`src/rtl/tmsd_pkg.sv`:
```
package tmsd_pkg;

    localparam int PROG_LEN = 21;
    localparam int IDX_W    = $clog2(PROG_LEN);

    localparam logic [7:0] BYTE_FILL = 8'hFF;
    localparam logic [7:0] BYTE_HALT = 8'h02;
    localparam logic [7:0] BYTE_NOP  = 8'hEA;

    typedef enum logic [2:0] {
        ST_IDLE,
        ST_HOLD_RST,
        ST_STREAM,
        ST_SETTLE,
        ST_DONE
    } seq_state_t;

    typedef struct packed {
        logic       reset;
        logic       test_n;
        logic [7:0] bus;
    } tgt_drive_t;

    // Byte program: alignment preamble followed by the store-and-halt payload.
    function automatic logic [7:0] prog_byte(input logic [IDX_W-1:0] idx);
        logic [7:0] b;
        if (idx < IDX_W'(10)) begin
            b = BYTE_NOP;
        end else begin
            case (idx)
                IDX_W'(10): b = 8'h2C;
                IDX_W'(11): b = 8'h24;
                IDX_W'(12): b = BYTE_NOP;
                IDX_W'(14): b = 8'h78;
                IDX_W'(15): b = 8'hA9;
                IDX_W'(16): b = 8'h55;
                IDX_W'(17): b = 8'h85;
                IDX_W'(18): b = 8'h83;
                IDX_W'(20): b = BYTE_HALT;
                default:    b = BYTE_FILL;
            endcase
        end
        return b;
    endfunction

endpackage

```
`src/rtl/tmsd_clkgen.sv`:
```
module tmsd_clkgen #(
    parameter int HALF_DIV = 400
) (
    input  logic clk,
    input  logic rst,
    output logic tgt_clk_o,
    output logic cpu_edge_o
);
    localparam int DW = $clog2(HALF_DIV + 1);

    logic [DW-1:0] div_cnt;
    logic [1:0]    quarter;
    logic          tick;

    assign tick       = (div_cnt == DW'(HALF_DIV - 1));
    assign tgt_clk_o  = quarter[0];
    assign cpu_edge_o = tick && (quarter == 2'd3);

    always_ff @(posedge clk) begin
        if (rst) begin
            div_cnt <= '0;
            quarter <= 2'd0;
        end else if (tick) begin
            div_cnt <= '0;
            quarter <= quarter + 2'd1;
        end else begin
            div_cnt <= div_cnt + DW'(1);
        end
    end

    p_div_range_r2: assert property (@(posedge clk) disable iff (rst)
        div_cnt <= DW'(HALF_DIV - 1));

    // A CPU-cycle boundary always coincides with a falling target clock.
    p_edge_on_fall_r2: assert property (@(posedge clk) disable iff (rst)
        cpu_edge_o |=> !tgt_clk_o);

endmodule

```
`src/rtl/tmsd_seq.sv`:
```
module tmsd_seq
    import tmsd_pkg::*;
#(
    parameter int         RST_CYC    = 4,
    parameter int         SETTLE_CYC = 8,
    parameter logic [7:0] EXPECT     = 8'h55
) (
    input  logic       clk,
    input  logic       rst,
    input  logic       start_i,
    input  logic       cpu_edge_i,
    input  logic [7:0] port_d_i,
    output logic       tgt_reset_o,
    output logic       tgt_test_n_o,
    output logic [7:0] tgt_bus_o,
    output logic       done_o,
    output logic       pass_o
);
    localparam int CNT_MAX = (RST_CYC > SETTLE_CYC) ? RST_CYC : SETTLE_CYC;
    localparam int CW      = $clog2(CNT_MAX + 1);

    seq_state_t     state;
    logic [IDX_W-1:0] idx;
    logic [CW-1:0]    cnt;
    tgt_drive_t       drv;

    always_ff @(posedge clk) begin
        if (rst) begin
            state  <= ST_IDLE;
            idx    <= '0;
            cnt    <= '0;
            done_o <= 1'b0;
            pass_o <= 1'b0;
        end else if (start_i) begin
            state  <= ST_HOLD_RST;
            idx    <= '0;
            cnt    <= '0;
            done_o <= 1'b0;
            pass_o <= 1'b0;
        end else if (cpu_edge_i) begin
            case (state)
                ST_HOLD_RST: begin
                    if (cnt == CW'(RST_CYC - 1)) begin
                        state <= ST_STREAM;
                        cnt   <= '0;
                        idx   <= '0;
                    end else begin
                        cnt <= cnt + CW'(1);
                    end
                end
                ST_STREAM: begin
                    if (idx == IDX_W'(PROG_LEN - 1)) begin
                        state <= ST_SETTLE;
                        cnt   <= '0;
                    end else begin
                        idx <= idx + IDX_W'(1);
                    end
                end
                ST_SETTLE: begin
                    if (cnt == CW'(SETTLE_CYC - 1)) begin
                        state  <= ST_DONE;
                        done_o <= 1'b1;
                        pass_o <= (port_d_i == EXPECT);
                    end else begin
                        cnt <= cnt + CW'(1);
                    end
                end
                default: ;
            endcase
        end
    end

    always_comb begin
        drv = '{reset: 1'b0, test_n: 1'b0, bus: BYTE_HALT};
        case (state)
            ST_IDLE:     drv = '{reset: 1'b1, test_n: 1'b1, bus: BYTE_FILL};
            ST_HOLD_RST: drv = '{reset: 1'b1, test_n: 1'b0, bus: BYTE_FILL};
            ST_STREAM:   drv.bus = prog_byte(idx);
            default:     ;
        endcase
    end

    assign tgt_reset_o  = drv.reset;
    assign tgt_test_n_o = drv.test_n;
    assign tgt_bus_o    = drv.bus;

    p_idx_bound_r4: assert property (@(posedge clk) disable iff (rst)
        idx < IDX_W'(PROG_LEN));

    p_bus_steady_r4: assert property (@(posedge clk) disable iff (rst)
        (!cpu_edge_i && !start_i) |=> $stable(tgt_bus_o));

    p_reset_release_r3: assert property (@(posedge clk) disable iff (rst)
        $fell(tgt_reset_o) |-> $past(cpu_edge_i));

    p_verdict_hold_r8: assert property (@(posedge clk) disable iff (rst)
        (done_o && !start_i) |=> (done_o && $stable(pass_o)));

    p_start_clears_r9: assert property (@(posedge clk) disable iff (rst)
        start_i |=> (!done_o && tgt_reset_o));

endmodule

```
`src/rtl/tmsd_driver.sv`:
```
module tmsd_driver #(
    parameter int         HALF_DIV   = 400,
    parameter int         RST_CYC    = 4,
    parameter int         SETTLE_CYC = 8,
    parameter logic [7:0] EXPECT     = 8'h55
) (
    input  logic       clk,
    input  logic       rst,
    input  logic       start_i,
    input  logic [7:0] port_d_i,
    output logic       tgt_clk_o,
    output logic       tgt_reset_o,
    output logic       tgt_test_n_o,
    output logic [7:0] tgt_bus_o,
    output logic       done_o,
    output logic       pass_o
);
    logic cpu_edge;

    tmsd_clkgen #(.HALF_DIV(HALF_DIV)) u_clkgen (
        .clk        (clk),
        .rst        (rst),
        .tgt_clk_o  (tgt_clk_o),
        .cpu_edge_o (cpu_edge)
    );

    tmsd_seq #(
        .RST_CYC    (RST_CYC),
        .SETTLE_CYC (SETTLE_CYC),
        .EXPECT     (EXPECT)
    ) u_seq (
        .clk          (clk),
        .rst          (rst),
        .start_i      (start_i),
        .cpu_edge_i   (cpu_edge),
        .port_d_i     (port_d_i),
        .tgt_reset_o  (tgt_reset_o),
        .tgt_test_n_o (tgt_test_n_o),
        .tgt_bus_o    (tgt_bus_o),
        .done_o       (done_o),
        .pass_o       (pass_o)
    );

    // The test-mode input is never released while reset is low.
    p_test_during_run_r4: assert property (@(posedge clk) disable iff (rst)
        !tgt_reset_o |-> !tgt_test_n_o);

endmodule

```
`config.mk`:
```
export PLATFORM = sky130hd
export DESIGN_NAME = tmsd_driver
export DESIGN_NICKNAME = d
export VERILOG_FILES = /design/src/rtl/tmsd_pkg.sv /design/src/rtl/tmsd_clkgen.sv /design/src/rtl/tmsd_seq.sv /design/src/rtl/tmsd_driver.sv
export SDC_FILE = /design/constraint.sdc
export NUM_CORES = 1
export LEC_CHECK = 0
export BUFFER_PORTS_ARGS = -buffer_cell sky130_fd_sc_hd__buf_2
export CAP_MARGIN = 20
export CORE_MARGIN = 1
export CORE_UTILIZATION = 55
export DETAILED_ROUTE_END_ITERATION = 10
export PLACE_DENSITY = 0.77
export SETUP_SLACK_MARGIN = 0.15
export SYNTH_ARGS = -nofsm -noshare
export SYNTH_HDL_FRONTEND = slang
export SYNTH_HIERARCHICAL = 1
export SYNTH_SLANG_ARGS = --single-unit
export TNS_END_PERCENT = 5
```
`constraint.sdc`:
```
create_clock -name clk -period 8.2 [get_ports clk]
set_input_delay 1.23 -clock clk [delete_from_list [all_inputs] [get_ports clk]]
set_output_delay 1.23 -clock clk [all_outputs]
set_load 0.005 [all_outputs]
```
# --- After elaboration in Yosys (flattened, before gate mapping) ---
# Memories as Yosys holds them, arrays and structs flattened. A register that Yosys moved wholly into a read port is not among the register bits.
# Index checks and enable logic that the tools add are counted.
classes:
  addsub: 4
  n_lt_le_gt_ge: 1
  eq_ne: 17
  mux: 18
  n_reduce_logical: 14
ops:
  columns: ["operator", "n"]
  rows:
  - ["5-bit two-way mux", 4]
  - ["8-bit one-hot mux with 2 select lines", 1]
  - ["4-bit two-way mux", 3]
  - ["4-bit one-hot mux with 3 select lines", 1]
  - ["5-bit one-hot mux with 2 select lines", 1]
  - ["5-bit AND reduction", 2]
  - ["9-bit by 1-bit adder with 9-bit output (second input constant)", 1]
  - ["9-bit equality test (second input constant)", 1]
  - ["3-bit two-way mux", 3]
  - ["3-bit by 2-bit != test with 1-bit output (second input constant)", 3]
  - ["3-bit one-hot mux with 3 select lines", 1]
  - ["8-bit by 7-bit equality test with 1-bit output (second input constant)", 1]
  - ["8-bit two-way mux", 1]
  - ["4-bit AND reduction", 2]
  - ["3-bit by 2-bit equality test with 1-bit output (second input constant)", 2]
  - ["2-bit by 1-bit != test with 1-bit output (second input constant)", 3]
  - ["2-bit OR reduction", 3]
  - ["5-bit by 1-bit adder with 5-bit output (second input constant)", 1]
  - ["5-bit equality test (second input constant)", 1]
  - ["5-bit by 4-bit < comparator with 1-bit output (second input constant)", 1]
  - ["4-bit by 1-bit adder with 4-bit output (second input constant)", 1]
  - ["4-bit by 2-bit equality test with 1-bit output (second input constant)", 1]
  - ["4-bit by 3-bit equality test with 1-bit output (second input constant)", 1]
  - ["2-bit != test (second input constant)", 2]
  - ["11 further kinds", 13]
word_totals:
  reg_bits: 25
  mem_bits_ro: 256
  inputBits: 11
  output_inout_bits: 13
  word_cells: 63
  n_memories: 1
memory_table:
  columns: ["name", "depth", "word_bits", "rd", "rd_ports_with_merged_regs", "wr", "line", "rtl"]
  rows:
  - ["(no name shown)", 32, 8, 1, 1, 0, "tmsd_pkg.sv:30", "case (idx)"]

# --- Depth between registers and ports, before layout ---
# Gate-level depths: netlist of the first run.
logic_depth:
  ltp_word: 5
  mapped_depth: 14
  ltp_nobuf: 13

# --- Cells and area by module ---
# Netlist of the first run, hierarchy kept.
by_module_without_submodules:
  columns: ["mod", "instances", "cells_each", "area_per_inst_um2", "seq_area_each_um2"]
  rows:
  - ["tmsd_seq", 1, 155, 1280.0, 440.4]
  - ["tmsd_clkgen", 1, 53, 514.2, 220.2]

# --- Worst setup path after synthesis of the first run ---
# Ideal clock, no wire load.
synth_timing:
  kind: "register to register"
  start: "reg u_clkgen.div_cnt[5]"
  end: "reg (tool-made name)"
  setup_ps: 139
  arrival_time_ps: 2948
  required_ps: 8061
  setup_slack_ps: 5113
  stages_incl_launch_ff: 13
  path_buffers: 1
  synth_period_minus_slack_ps: 3087
  cell_sequence: "dfxtp_1 > or4b_4 > nor3_4 > and2_2 > inv_1 > or3_1 > buf_2 > xnor2_1 > nor2_1 > inv_1 > ha_1 > nor3b_1 > o32ai_1"
synth_rtl:
  columns: ["element", "line", "rtl"]
  rows:
  - ["from (decl)", "tmsd_clkgen.sv:11", "logic [DW-1:0] div_cnt;"]
  - ["from (signal assigned)", "tmsd_clkgen.sv:27", "div_cnt <= div_cnt + DW'(1);"]

==> flow_metrics.env, run 1 <==
export IMPL_num_vias=1576
export IMPL_cp_common_cell="inv_1"
export IMPL_cp_arrival_ns=3.70
export IMPL_power_leakage_nw=0.734
export IMPL_ant_nets=0
export IMPL_path_clk_slew_ns=0.10
export IMPL_cts_sinks=33
export IMPL_synth_top_family_by_area="simple AND/OR/NAND/NOR gates"
export IMPL_die_h_um=59.1
export IMPL_grt_pass1_wl_mm=5.93
export IMPL_die_w_um=59.1
export IMPL_dieArea_um2=3490
export IMPL_wl_per_cell_um=12.8
export IMPL_cts_root_buffer="clkbuf_4"
export IMPL_reg2reg_depth=11
export IMPL_worst_slack_ns=4.74
export IMPL_drc=0
export IMPL_ys_async_sr_fraction_pct=0
export IMPL_nets=254
export IMPL_port_buffers=23
export IMPL_finalHoldViolations=0
export IMPL_synth_area_leader_cell="dfxtp_1"
export IMPL_synth_area_um2=1790
export IMPL_max_cap_viol_count=0
export IMPL_rsz0062_at_grt="false"
export IMPL_first_pass_iters=4
export IMPL_start_kind="flop"
export IMPL_total_power_mw=0.262
export IMPL_cts_tree="built"
export IMPL_cp_required_ns=8.44
export IMPL_clock_latency_ns=0.34
export IMPL_crit_type="flop to flop"
export IMPL_ys_seq_elements=33
export IMPL_yosysMostFrequentCell="dfxtp_1"
export IMPL_viasPerCell=5.67
export IMPL_cts_repair_resized=0
export IMPL_place_congestion=0.871
export IMPL_synth_mux_area_share_pct=3.14
export IMPL_core_um2=3080
export IMPL_first_iter_violations=82
export IMPL_ir_worst_vdd_v=0.0000902
export IMPL_ctsHoldBuffers=0
export IMPL_rows=20
export IMPL_tightest_slew_ns=0.747
export IMPL_cp_end_kind="flop"
export IMPL_synth_cell_types=57
export IMPL_netlist_area_leader_share_pct=36.8
export IMPL_clk_path_buf_depth=2
export IMPL_crit_slowest_cell="or4b_4"
export IMPL_antenna_found_initial=0
export IMPL_p_per_area_nw_per_um2=132
export IMPL_syn_inst=208
export IMPL_synthTopCellsByArea="dfxtp_1 37%, ha_1 7.0%, nor2_1 4.6%"
export IMPL_min_path_cells=2
export IMPL_totalWireLength_mm=3.55
export IMPL_slew_headroom_pct=49.8
export IMPL_num_antenna_cells=0
export IMPL_synth_simple_area_share_pct=28.7
export IMPL_post_cts_buffers=0
export IMPL_synth_nets=229
export IMPL_drive_gt1_share_pct=20.1
export IMPL_grt_pass1_vias=1383
export IMPL_gr_total_overflow=0
export IMPL_start_util_pct=58.3
export IMPL_hold_path_class="flop to flop"
export IMPL_slew_violations=0
export IMPL_syn_to_final_growth_pct=10.9
export IMPL_max_freq_mhz=289
export IMPL_synth_xor_area_share_pct=2.93
export IMPL_grt_max_degree=17
export IMPL_synth_edf_count=0
export IMPL_tns_ns=0
export IMPL_layout_min_cycle_time_ns=3.46
export IMPL_yosysSeqAreaShare_pct=36.8
export IMPL_synth_adder_area_share_pct=6.97
export IMPL_finalSetupViolations=0
export IMPL_pre_cts_ws_ns=4.79
export IMPL_io_pins=24
export IMPL_cpPeakStageDelay_ns=0.57
export IMPL_cts_htree_levels=2
export IMPL_worstPathMaxFanout=8
export IMPL_status="complete, no violations"
export IMPL_finalCritPeriodShare_pct=42.2
export IMPL_grtUsageTotal_pct=22.7
export IMPL_yosysWarningCount=6
export IMPL_cts_made_buffers=5
export IMPL_path_cells="or4b_4 -> nor3_4 -> and2_2 -> inv_1 -> or3_1 -> mux2i_1 -> nor2_1 -> inv_1 -> ha_1 -> and4_1 -> a221oi_1"
export IMPL_dp_hpwl_mm=2.71
export IMPL_avgSynthCellArea_um2=8.63
export IMPL_synth_common_cells="33 x dfxtp_1, 22 x nor2_1, 19 x nand2_1, 12 x o21ai_0, 11 x inv_1"
export IMPL_fin_skew_ns=0.0107
export IMPL_synth_compound_area_share_pct=17.8
export IMPL_ys_flop_type="dfxtp_1"
## cells by family after synthesis
family | after synthesis
AOI/OAI and AO/OA | 47
xor gates and xnor gates | 6
adders and majority gates | 10
buffers and inverters | 16
DFF | 33
muxes | 5
and+or+nand+nor | 91
## final timing paths
path / slack, ns / endpoint / startpoint
max reg2reg: 4.74 / flop / u_clkgen/div_cnt[5]
min reg2reg: 0.47 / u_seq/pass_o / u_seq/pass_o
max: 4.74 / flop / u_clkgen/div_cnt[5]
min: 0.47 / u_seq/pass_o / u_seq/pass_o
## cell type report
| class | count | area (µm²) |
|---|---|---|
| Timing Repair Buffer | 23 | 115 |
| Fill cell | 286 | 1090 |
| Multi-Input combinational cell | 159 | 1070 |
| Sequential cell | 33 | 661 |
| Inverter | 11 | 41.3 |
| Tap cell | 44 | 55.1 |
| Clock buffer | 6 | 41.3 |
| Clock inverter | 2 | 10.0 |
## cells in the final DEF (no fill, tap or decap), drive strengths merged, types with 3 or more instances in the layout
cell / n
a211oi: 4
a21oi: 11
buf: 23
clkbuf: 6
dfxtp: 33
ha: 10
inv: 11
mux2i: 3
nand2: 19
nand3: 4
nand4: 4
nor2: 22
nor2b: 3
nor3: 10
nor3b: 3
o21ai: 15
or3: 7
or3b: 3
xnor2: 4
## critical path, delay by kind of cell, from the launching register on
family	cells	cell delay, ns
fa+ha+maj	1	0.22
flops	1	0.36
compound gates	1	0.23
simple gates	6	2.13
buf+inv	2	0.23
mux	1	0.19
## layer usage
metal	routed length (µm)	up-vias	GRT usage, %
li1	-	800	-
met1	1650	738	28.2
met2	1690	32	35.4
met3	145	6	6.99
met4	60	0	11.2
met5	0	-	0
## report_power, final
| part | switching (mW) | total [mW] | internal [mW] |
|---|---|---|---|
| Sequential | 0.00236 | 0.165 | 0.162 |
| Clock | 0.0539 | 0.0865 | 0.0326 |
| Combinational | 0.00536 | 0.0112 | 0.00581 |
## stage by stage
step           hold WS [ns]  utilization (%)  instance area [µm²]  instances
2_1_floorplan         0.432                -                 1790        208
3_3_place_gp          0.446             63.0                 1940        270
3_5_place_dp          0.453             63.0                 1940        270
4_1_cts               0.467             64.7                 1990        278
5_1_grt               0.490             64.7                 1990        278
6_report              0.469             64.7                 1990        278
(Power assumes the default switching activity.)
==> run 2, diff against run 1 <==
- clock period: 8.2 -> 3.6 ns (I/O delays scaled with it)
==> flow_metrics.env, run 2 (synthesis results as in run 1) <==
export IMPL_status="complete, no violations"
export IMPL_max_freq_mhz=316
export IMPL_post_cts_buffers=0
export IMPL_nFillCells=270
export IMPL_cts_sinks=33
export IMPL_cp_common_cell="inv_1"
export IMPL_die_h_um=59.1
export IMPL_multi_input_area_um2=1070
export IMPL_tns_ns=0
export IMPL_clock_latency_ns=0.33
export IMPL_die_w_um=59.1
export IMPL_cp_arrival_ns=3.36
export IMPL_finalCritPeriodShare_pct=87.8
export IMPL_r2r_start="u_clkgen/div_cnt[5]"
export IMPL_slew_violations=0
export IMPL_finalSetupViolations=0
export IMPL_cts_tree="built"
export IMPL_wl_per_cell_um=12.5
export IMPL_num_vias=1573
export IMPL_grtUsageTotal_pct=22.2
export IMPL_viasPerCell=5.62
export IMPL_design_area_um2=2000
export IMPL_worstPathMaxFanout=8
export IMPL_cp_end_kind="flop"
export IMPL_placed_area_um2=1950
export IMPL_path_clk_slew_ns=0.10
export IMPL_power_leakage_nw=0.740
export IMPL_ctsHoldBuffers=0
export IMPL_totalWireLength_mm=3.51
export IMPL_antenna_found_initial=0
export IMPL_gr_total_overflow=0
export IMPL_core_um2=3080
export IMPL_path_cells="or4b_4 -> nor3_4 -> and2_2 -> inv_1 -> or3_1 -> xnor2_1 -> nor2_1 -> inv_1 -> ha_1 -> nor3b_1 -> o32ai_1"
export IMPL_grt_pass1_vias=1372
export IMPL_cp_required_ns=3.80
export IMPL_first_iter_violations=71
export IMPL_crit_slowest_cell="or4b_4"
export IMPL_ir_worst_vdd_v=0.000231
export IMPL_dieArea_um2=3490
export IMPL_max_cap_viol_count=0
export IMPL_slew_headroom_pct=56.8
export IMPL_grt_max_degree=17
export IMPL_cts_made_buffers=5
export IMPL_pre_cts_ws_ns=0.456
export IMPL_cts_htree_levels=2
export IMPL_hold_path_end="u_seq/state[0]"
export IMPL_path_buf_inv=2
export IMPL_hold_path_class="input pin to flop"
export IMPL_clk_path_buf_depth=2
export IMPL_cts_root_buffer="clkbuf_4"
export IMPL_reg2reg_setup_slack_ns=0.44
export IMPL_reg2reg_depth=11
export IMPL_io_pins=24
export IMPL_cts_repair_resized=0
export IMPL_fin_skew_ns=0.00738
export IMPL_drive_gt1_share_pct=19.9
export IMPL_finalHoldViolations=0
export IMPL_hold_start="start_i"
export IMPL_dp_hpwl_mm=2.61
export IMPL_layout_commonest_cell="dfxtp_1"
export IMPL_rsz0062_at_grt="false"
export IMPL_num_antenna_cells=0
export IMPL_critPathTopFamily="simple AND/OR/NAND/NOR gates"
export IMPL_ant_nets=0
export IMPL_place_congestion=0.869
export IMPL_drc=0
export IMPL_first_pass_iters=4
export IMPL_rows=20
export IMPL_grt_pass1_wl_mm=5.84
export IMPL_cpPeakStageDelay_ns=0.57
export IMPL_p_per_area_nw_per_um2=298
export IMPL_port_buffers=23
export IMPL_crit_type="flop to flop"
export IMPL_nets=256
export IMPL_final_cell_mix="33 x dfxtp_1, 23 x buf_2, 22 x nor2_1, 19 x nand2_1, 12 x o21ai_0"
export IMPL_tightest_slew_ns=0.641
export IMPL_regArea_um2=661
export IMPL_worst_slack_ns=0.438
export IMPL_layout_min_cycle_time_ns=3.16
export IMPL_start_util_pct=58.3
export IMPL_min_path_cells=3
export IMPL_start_kind="flop"
export IMPL_syn_to_final_growth_pct=11.6
## run 2: changes by cell type in the layout (fill, tap and decap cells not counted)
cell	before	now
buf_4	0	2
clkinv_2	2	0
clkbuf_1	1	3
## run 2: worst max-delay path by stage
stage,from,endpoint,slack (ns),cells past startpoint
detailed placement,u_clkgen/div_cnt[5],flop,0.46,11
finish,u_clkgen/div_cnt[5],flop,0.44,11
global placement,u_clkgen/div_cnt[5],flop,0.57,11
CTS,u_clkgen/div_cnt[5],flop,0.44,11
global route,u_clkgen/div_cnt[5],flop,0.21,11
floorplan,u_clkgen/div_cnt[5],flop,0.51,12
## run 2: area by class of cell
cell class,instances,area share (%)
Inverter,11,2.06
Timing Repair Buffer,25,6.50
Sequential cell,33,33.0
Tap cell,44,2.75
Multi-Input combinational cell,159,53.3
Clock buffer,8,2.44
## run 2: power breakdown
part / internal, mW / switching, mW / total, mW
sequential: 0.370 / 0.00533 / 0.375
combinational: 0.0134 / 0.0132 / 0.0267
clock: 0.0778 / 0.118 / 0.195
total: 0.461 / 0.136 / 0.597
## run 2: metal layers
metal	track usage [%]	wire (µm)	vias to the layer above
li1	-	-	809
met1	27.3	1610	723
met2	36.7	1700	37
met3	6.11	162	4
met4	8.84	34	0
met5	0	0	-
## run 2: metrics by stage
stage / utilization, % / total power, mW / hold slack (ns) / instances
detailed placement: 63.5 / 0.410 / 0.454 / 272
global route: 65.1 / 0.622 / 0.472 / 280
floorplan: - / 0.399 / 0.432 / 208
finish: 65.1 / 0.597 / 0.465 / 280
CTS: 65.1 / 0.603 / 0.450 / 280
global placement: 63.5 / 0.409 / 0.449 / 272
## run 2: worst register-to-register path, delay by kind of cell (launching register included)
| family | cells | cell delay [ns] |
|---|---|---|
| and+or+nand+nor | 6 | 1.87 |
| buffers and inverters | 2 | 0.21 |
| AOI/OAI and AO/OA | 1 | 0.11 |
| DFF | 1 | 0.36 |
| xor gates and xnor gates | 1 | 0.18 |
| adders and majority gates | 1 | 0.31 |
==> run 3, diff against run 2 <==
- PLACE_DENSITY: 0.77 -> 0.8
==> flow_metrics.env, run 3 (synthesis results as in run 1) <==
export IMPL_post_cts_buffers=0
export IMPL_grt_pass1_wl_mm=5.97
export IMPL_drc=0
export IMPL_die_w_um=59.1
export IMPL_cp_end_kind="flop"
export IMPL_clk_path_buf_depth=2
export IMPL_cts_tree="built"
export IMPL_die_h_um=59.1
export IMPL_clockPowerShare_pct=36.8
export IMPL_core_um2=3080
export IMPL_place_congestion=0.933
export IMPL_ir_worst_vdd_v=0.000198
export IMPL_num_antenna_cells=0
export IMPL_totalWireLength_mm=3.52
export IMPL_cts_repair_resized=0
export IMPL_min_path_cells=2
export IMPL_reg2reg_setup_slack_ns=0.44
export IMPL_switching_share_pct=21.9
export IMPL_p_int_mw=0.496
export IMPL_cp_required_ns=3.79
export IMPL_first_pass_iters=4
export IMPL_grtUsageTotal_pct=22.7
export IMPL_clock_latency_ns=0.33
export IMPL_cts_htree_levels=2
export IMPL_grt_pass1_vias=1384
export IMPL_first_iter_violations=142
export IMPL_p_comb_share_pct=4.1
export IMPL_max_cap_viol_count=0
export IMPL_viasPerCell=5.72
export IMPL_ant_nets=0
export IMPL_cts_sinks=33
export IMPL_dp_hpwl_mm=2.63
export IMPL_reg2reg_depth=11
export IMPL_tightest_slew_ns=0.663
export IMPL_syn_to_final_growth_pct=12.4
export IMPL_drive_gt1_share_pct=20.9
export IMPL_status="complete, no violations"
export IMPL_final_cell_mix="33 x dfxtp_1, 23 x buf_2, 22 x nor2_1, 19 x nand2_1, 12 x o21ai_0"
export IMPL_p_seq_share_pct=59.0
export IMPL_hold_path_class="flop to flop"
export IMPL_cts_root_buffer="clkbuf_4"
export IMPL_hold_start="u_seq/pass_o"
export IMPL_antenna_found_initial=0
export IMPL_slew_violations=0
export IMPL_start_kind="flop"
export IMPL_cp_arrival_ns=3.36
export IMPL_finalHoldViolations=0
export IMPL_crit_type="flop to flop"
export IMPL_tns_ns=0
export IMPL_nets=255
export IMPL_power_leakage_nw=0.749
export IMPL_p_sw_mw=0.139
export IMPL_hold_path_end="u_seq/pass_o"
export IMPL_path_clk_slew_ns=0.11
export IMPL_ctsHoldBuffers=0
export IMPL_layout_min_cycle_time_ns=3.16
export IMPL_start_util_pct=58.3
export IMPL_rows=20
export IMPL_total_power_mw=0.635
export IMPL_num_vias=1596
export IMPL_worstPathMaxFanout=8
export IMPL_rsz0062_at_grt="false"
export IMPL_dieArea_um2=3490
export IMPL_fin_skew_ns=0.0122
export IMPL_fin_hold_ws_ns=0.455
export IMPL_p_per_area_nw_per_um2=315
export IMPL_layout_commonest_cell="dfxtp_1"
export IMPL_r2r_start="u_clkgen/div_cnt[5]"
export IMPL_finalCritPeriodShare_pct=87.9
export IMPL_grt_max_degree=17
export IMPL_io_pins=24
export IMPL_wl_per_cell_um=12.6
export IMPL_port_buffers=23
export IMPL_slew_headroom_pct=55.4
export IMPL_cts_made_buffers=5
export IMPL_max_freq_mhz=316
export IMPL_gr_total_overflow=0
export IMPL_finalSetupViolations=0
==> run 3: cell type report <==
class	count	area, µm²
Tap cell	44	55.1
Fill cell	265	1060
Inverter	11	41.3
Clock buffer	7	65.1
Timing Repair Buffer	24	123
Clock inverter	1	5.00
Sequential cell	33	661
Multi-Input combinational cell	159	1070
==> run 3: critical path, cell delays in order (launching register included) <==
cell and delay [ns]:
dfxtp_1 0.36, or4b_4 0.57, nor3_4 0.12, and2_2 0.24, inv_1 0.09, or3_1 0.47
xnor2_1 0.18, nor2_1 0.27, inv_1 0.11, ha_1 0.30, nor3b_1 0.20, o32ai_1 0.12
==> run 3: per-stage QoR <==
step,cell area (µm²),std cells,setup WS (ns),util (%)
CTS,2020,279,0.452,65.5
global route,2020,279,0.197,65.5
global placement,1950,271,0.576,63.3
detailed placement,1950,271,0.475,63.3
finish,2020,279,0.436,65.5
floorplan,1790,208,0.513,-
==> run 3: power groups by stage <==
stage / sequential (mW) / clock (mW) / combinational [mW]
after global routing: 0.376 / 0.258 / 0.0294
final: 0.375 / 0.234 / 0.0263
after floorplan: 0.381 / 0 / 0.0186
after global placement: 0.383 / 0 / 0.0259
after CTS: 0.375 / 0.241 / 0.0264
after detailed placement: 0.383 / 0 / 0.0262
==> run 3: worst max path at each step <==
| stage | from | to | cells past startpoint |
|---|---|---|---|
| 6_report | u_clkgen/div_cnt[5] | flop | 11 |
| 5_1_grt | u_clkgen/div_cnt[5] | flop | 11 |
| 4_1_cts | u_clkgen/div_cnt[5] | flop | 11 |
| 3_5_place_dp | u_clkgen/div_cnt[5] | flop | 11 |
| 3_3_place_gp | u_clkgen/div_cnt[5] | flop | 11 |
| 2_1_floorplan | u_clkgen/div_cnt[5] | flop | 12 |
==> run 3: per-layer routing <==
metal / global-route usage (%) / part of all wire, % / vias up / wire [µm]
met3: 4.59 / 4.3 / 5 / 152
li1: - / - / 808 / -
met5: 0 / 0 / - / 0
met1: 29.1 / 49 / 740 / 1730
met4: 10.9 / 1.5 / 0 / 54
met2: 36.5 / 45 / 43 / 1580
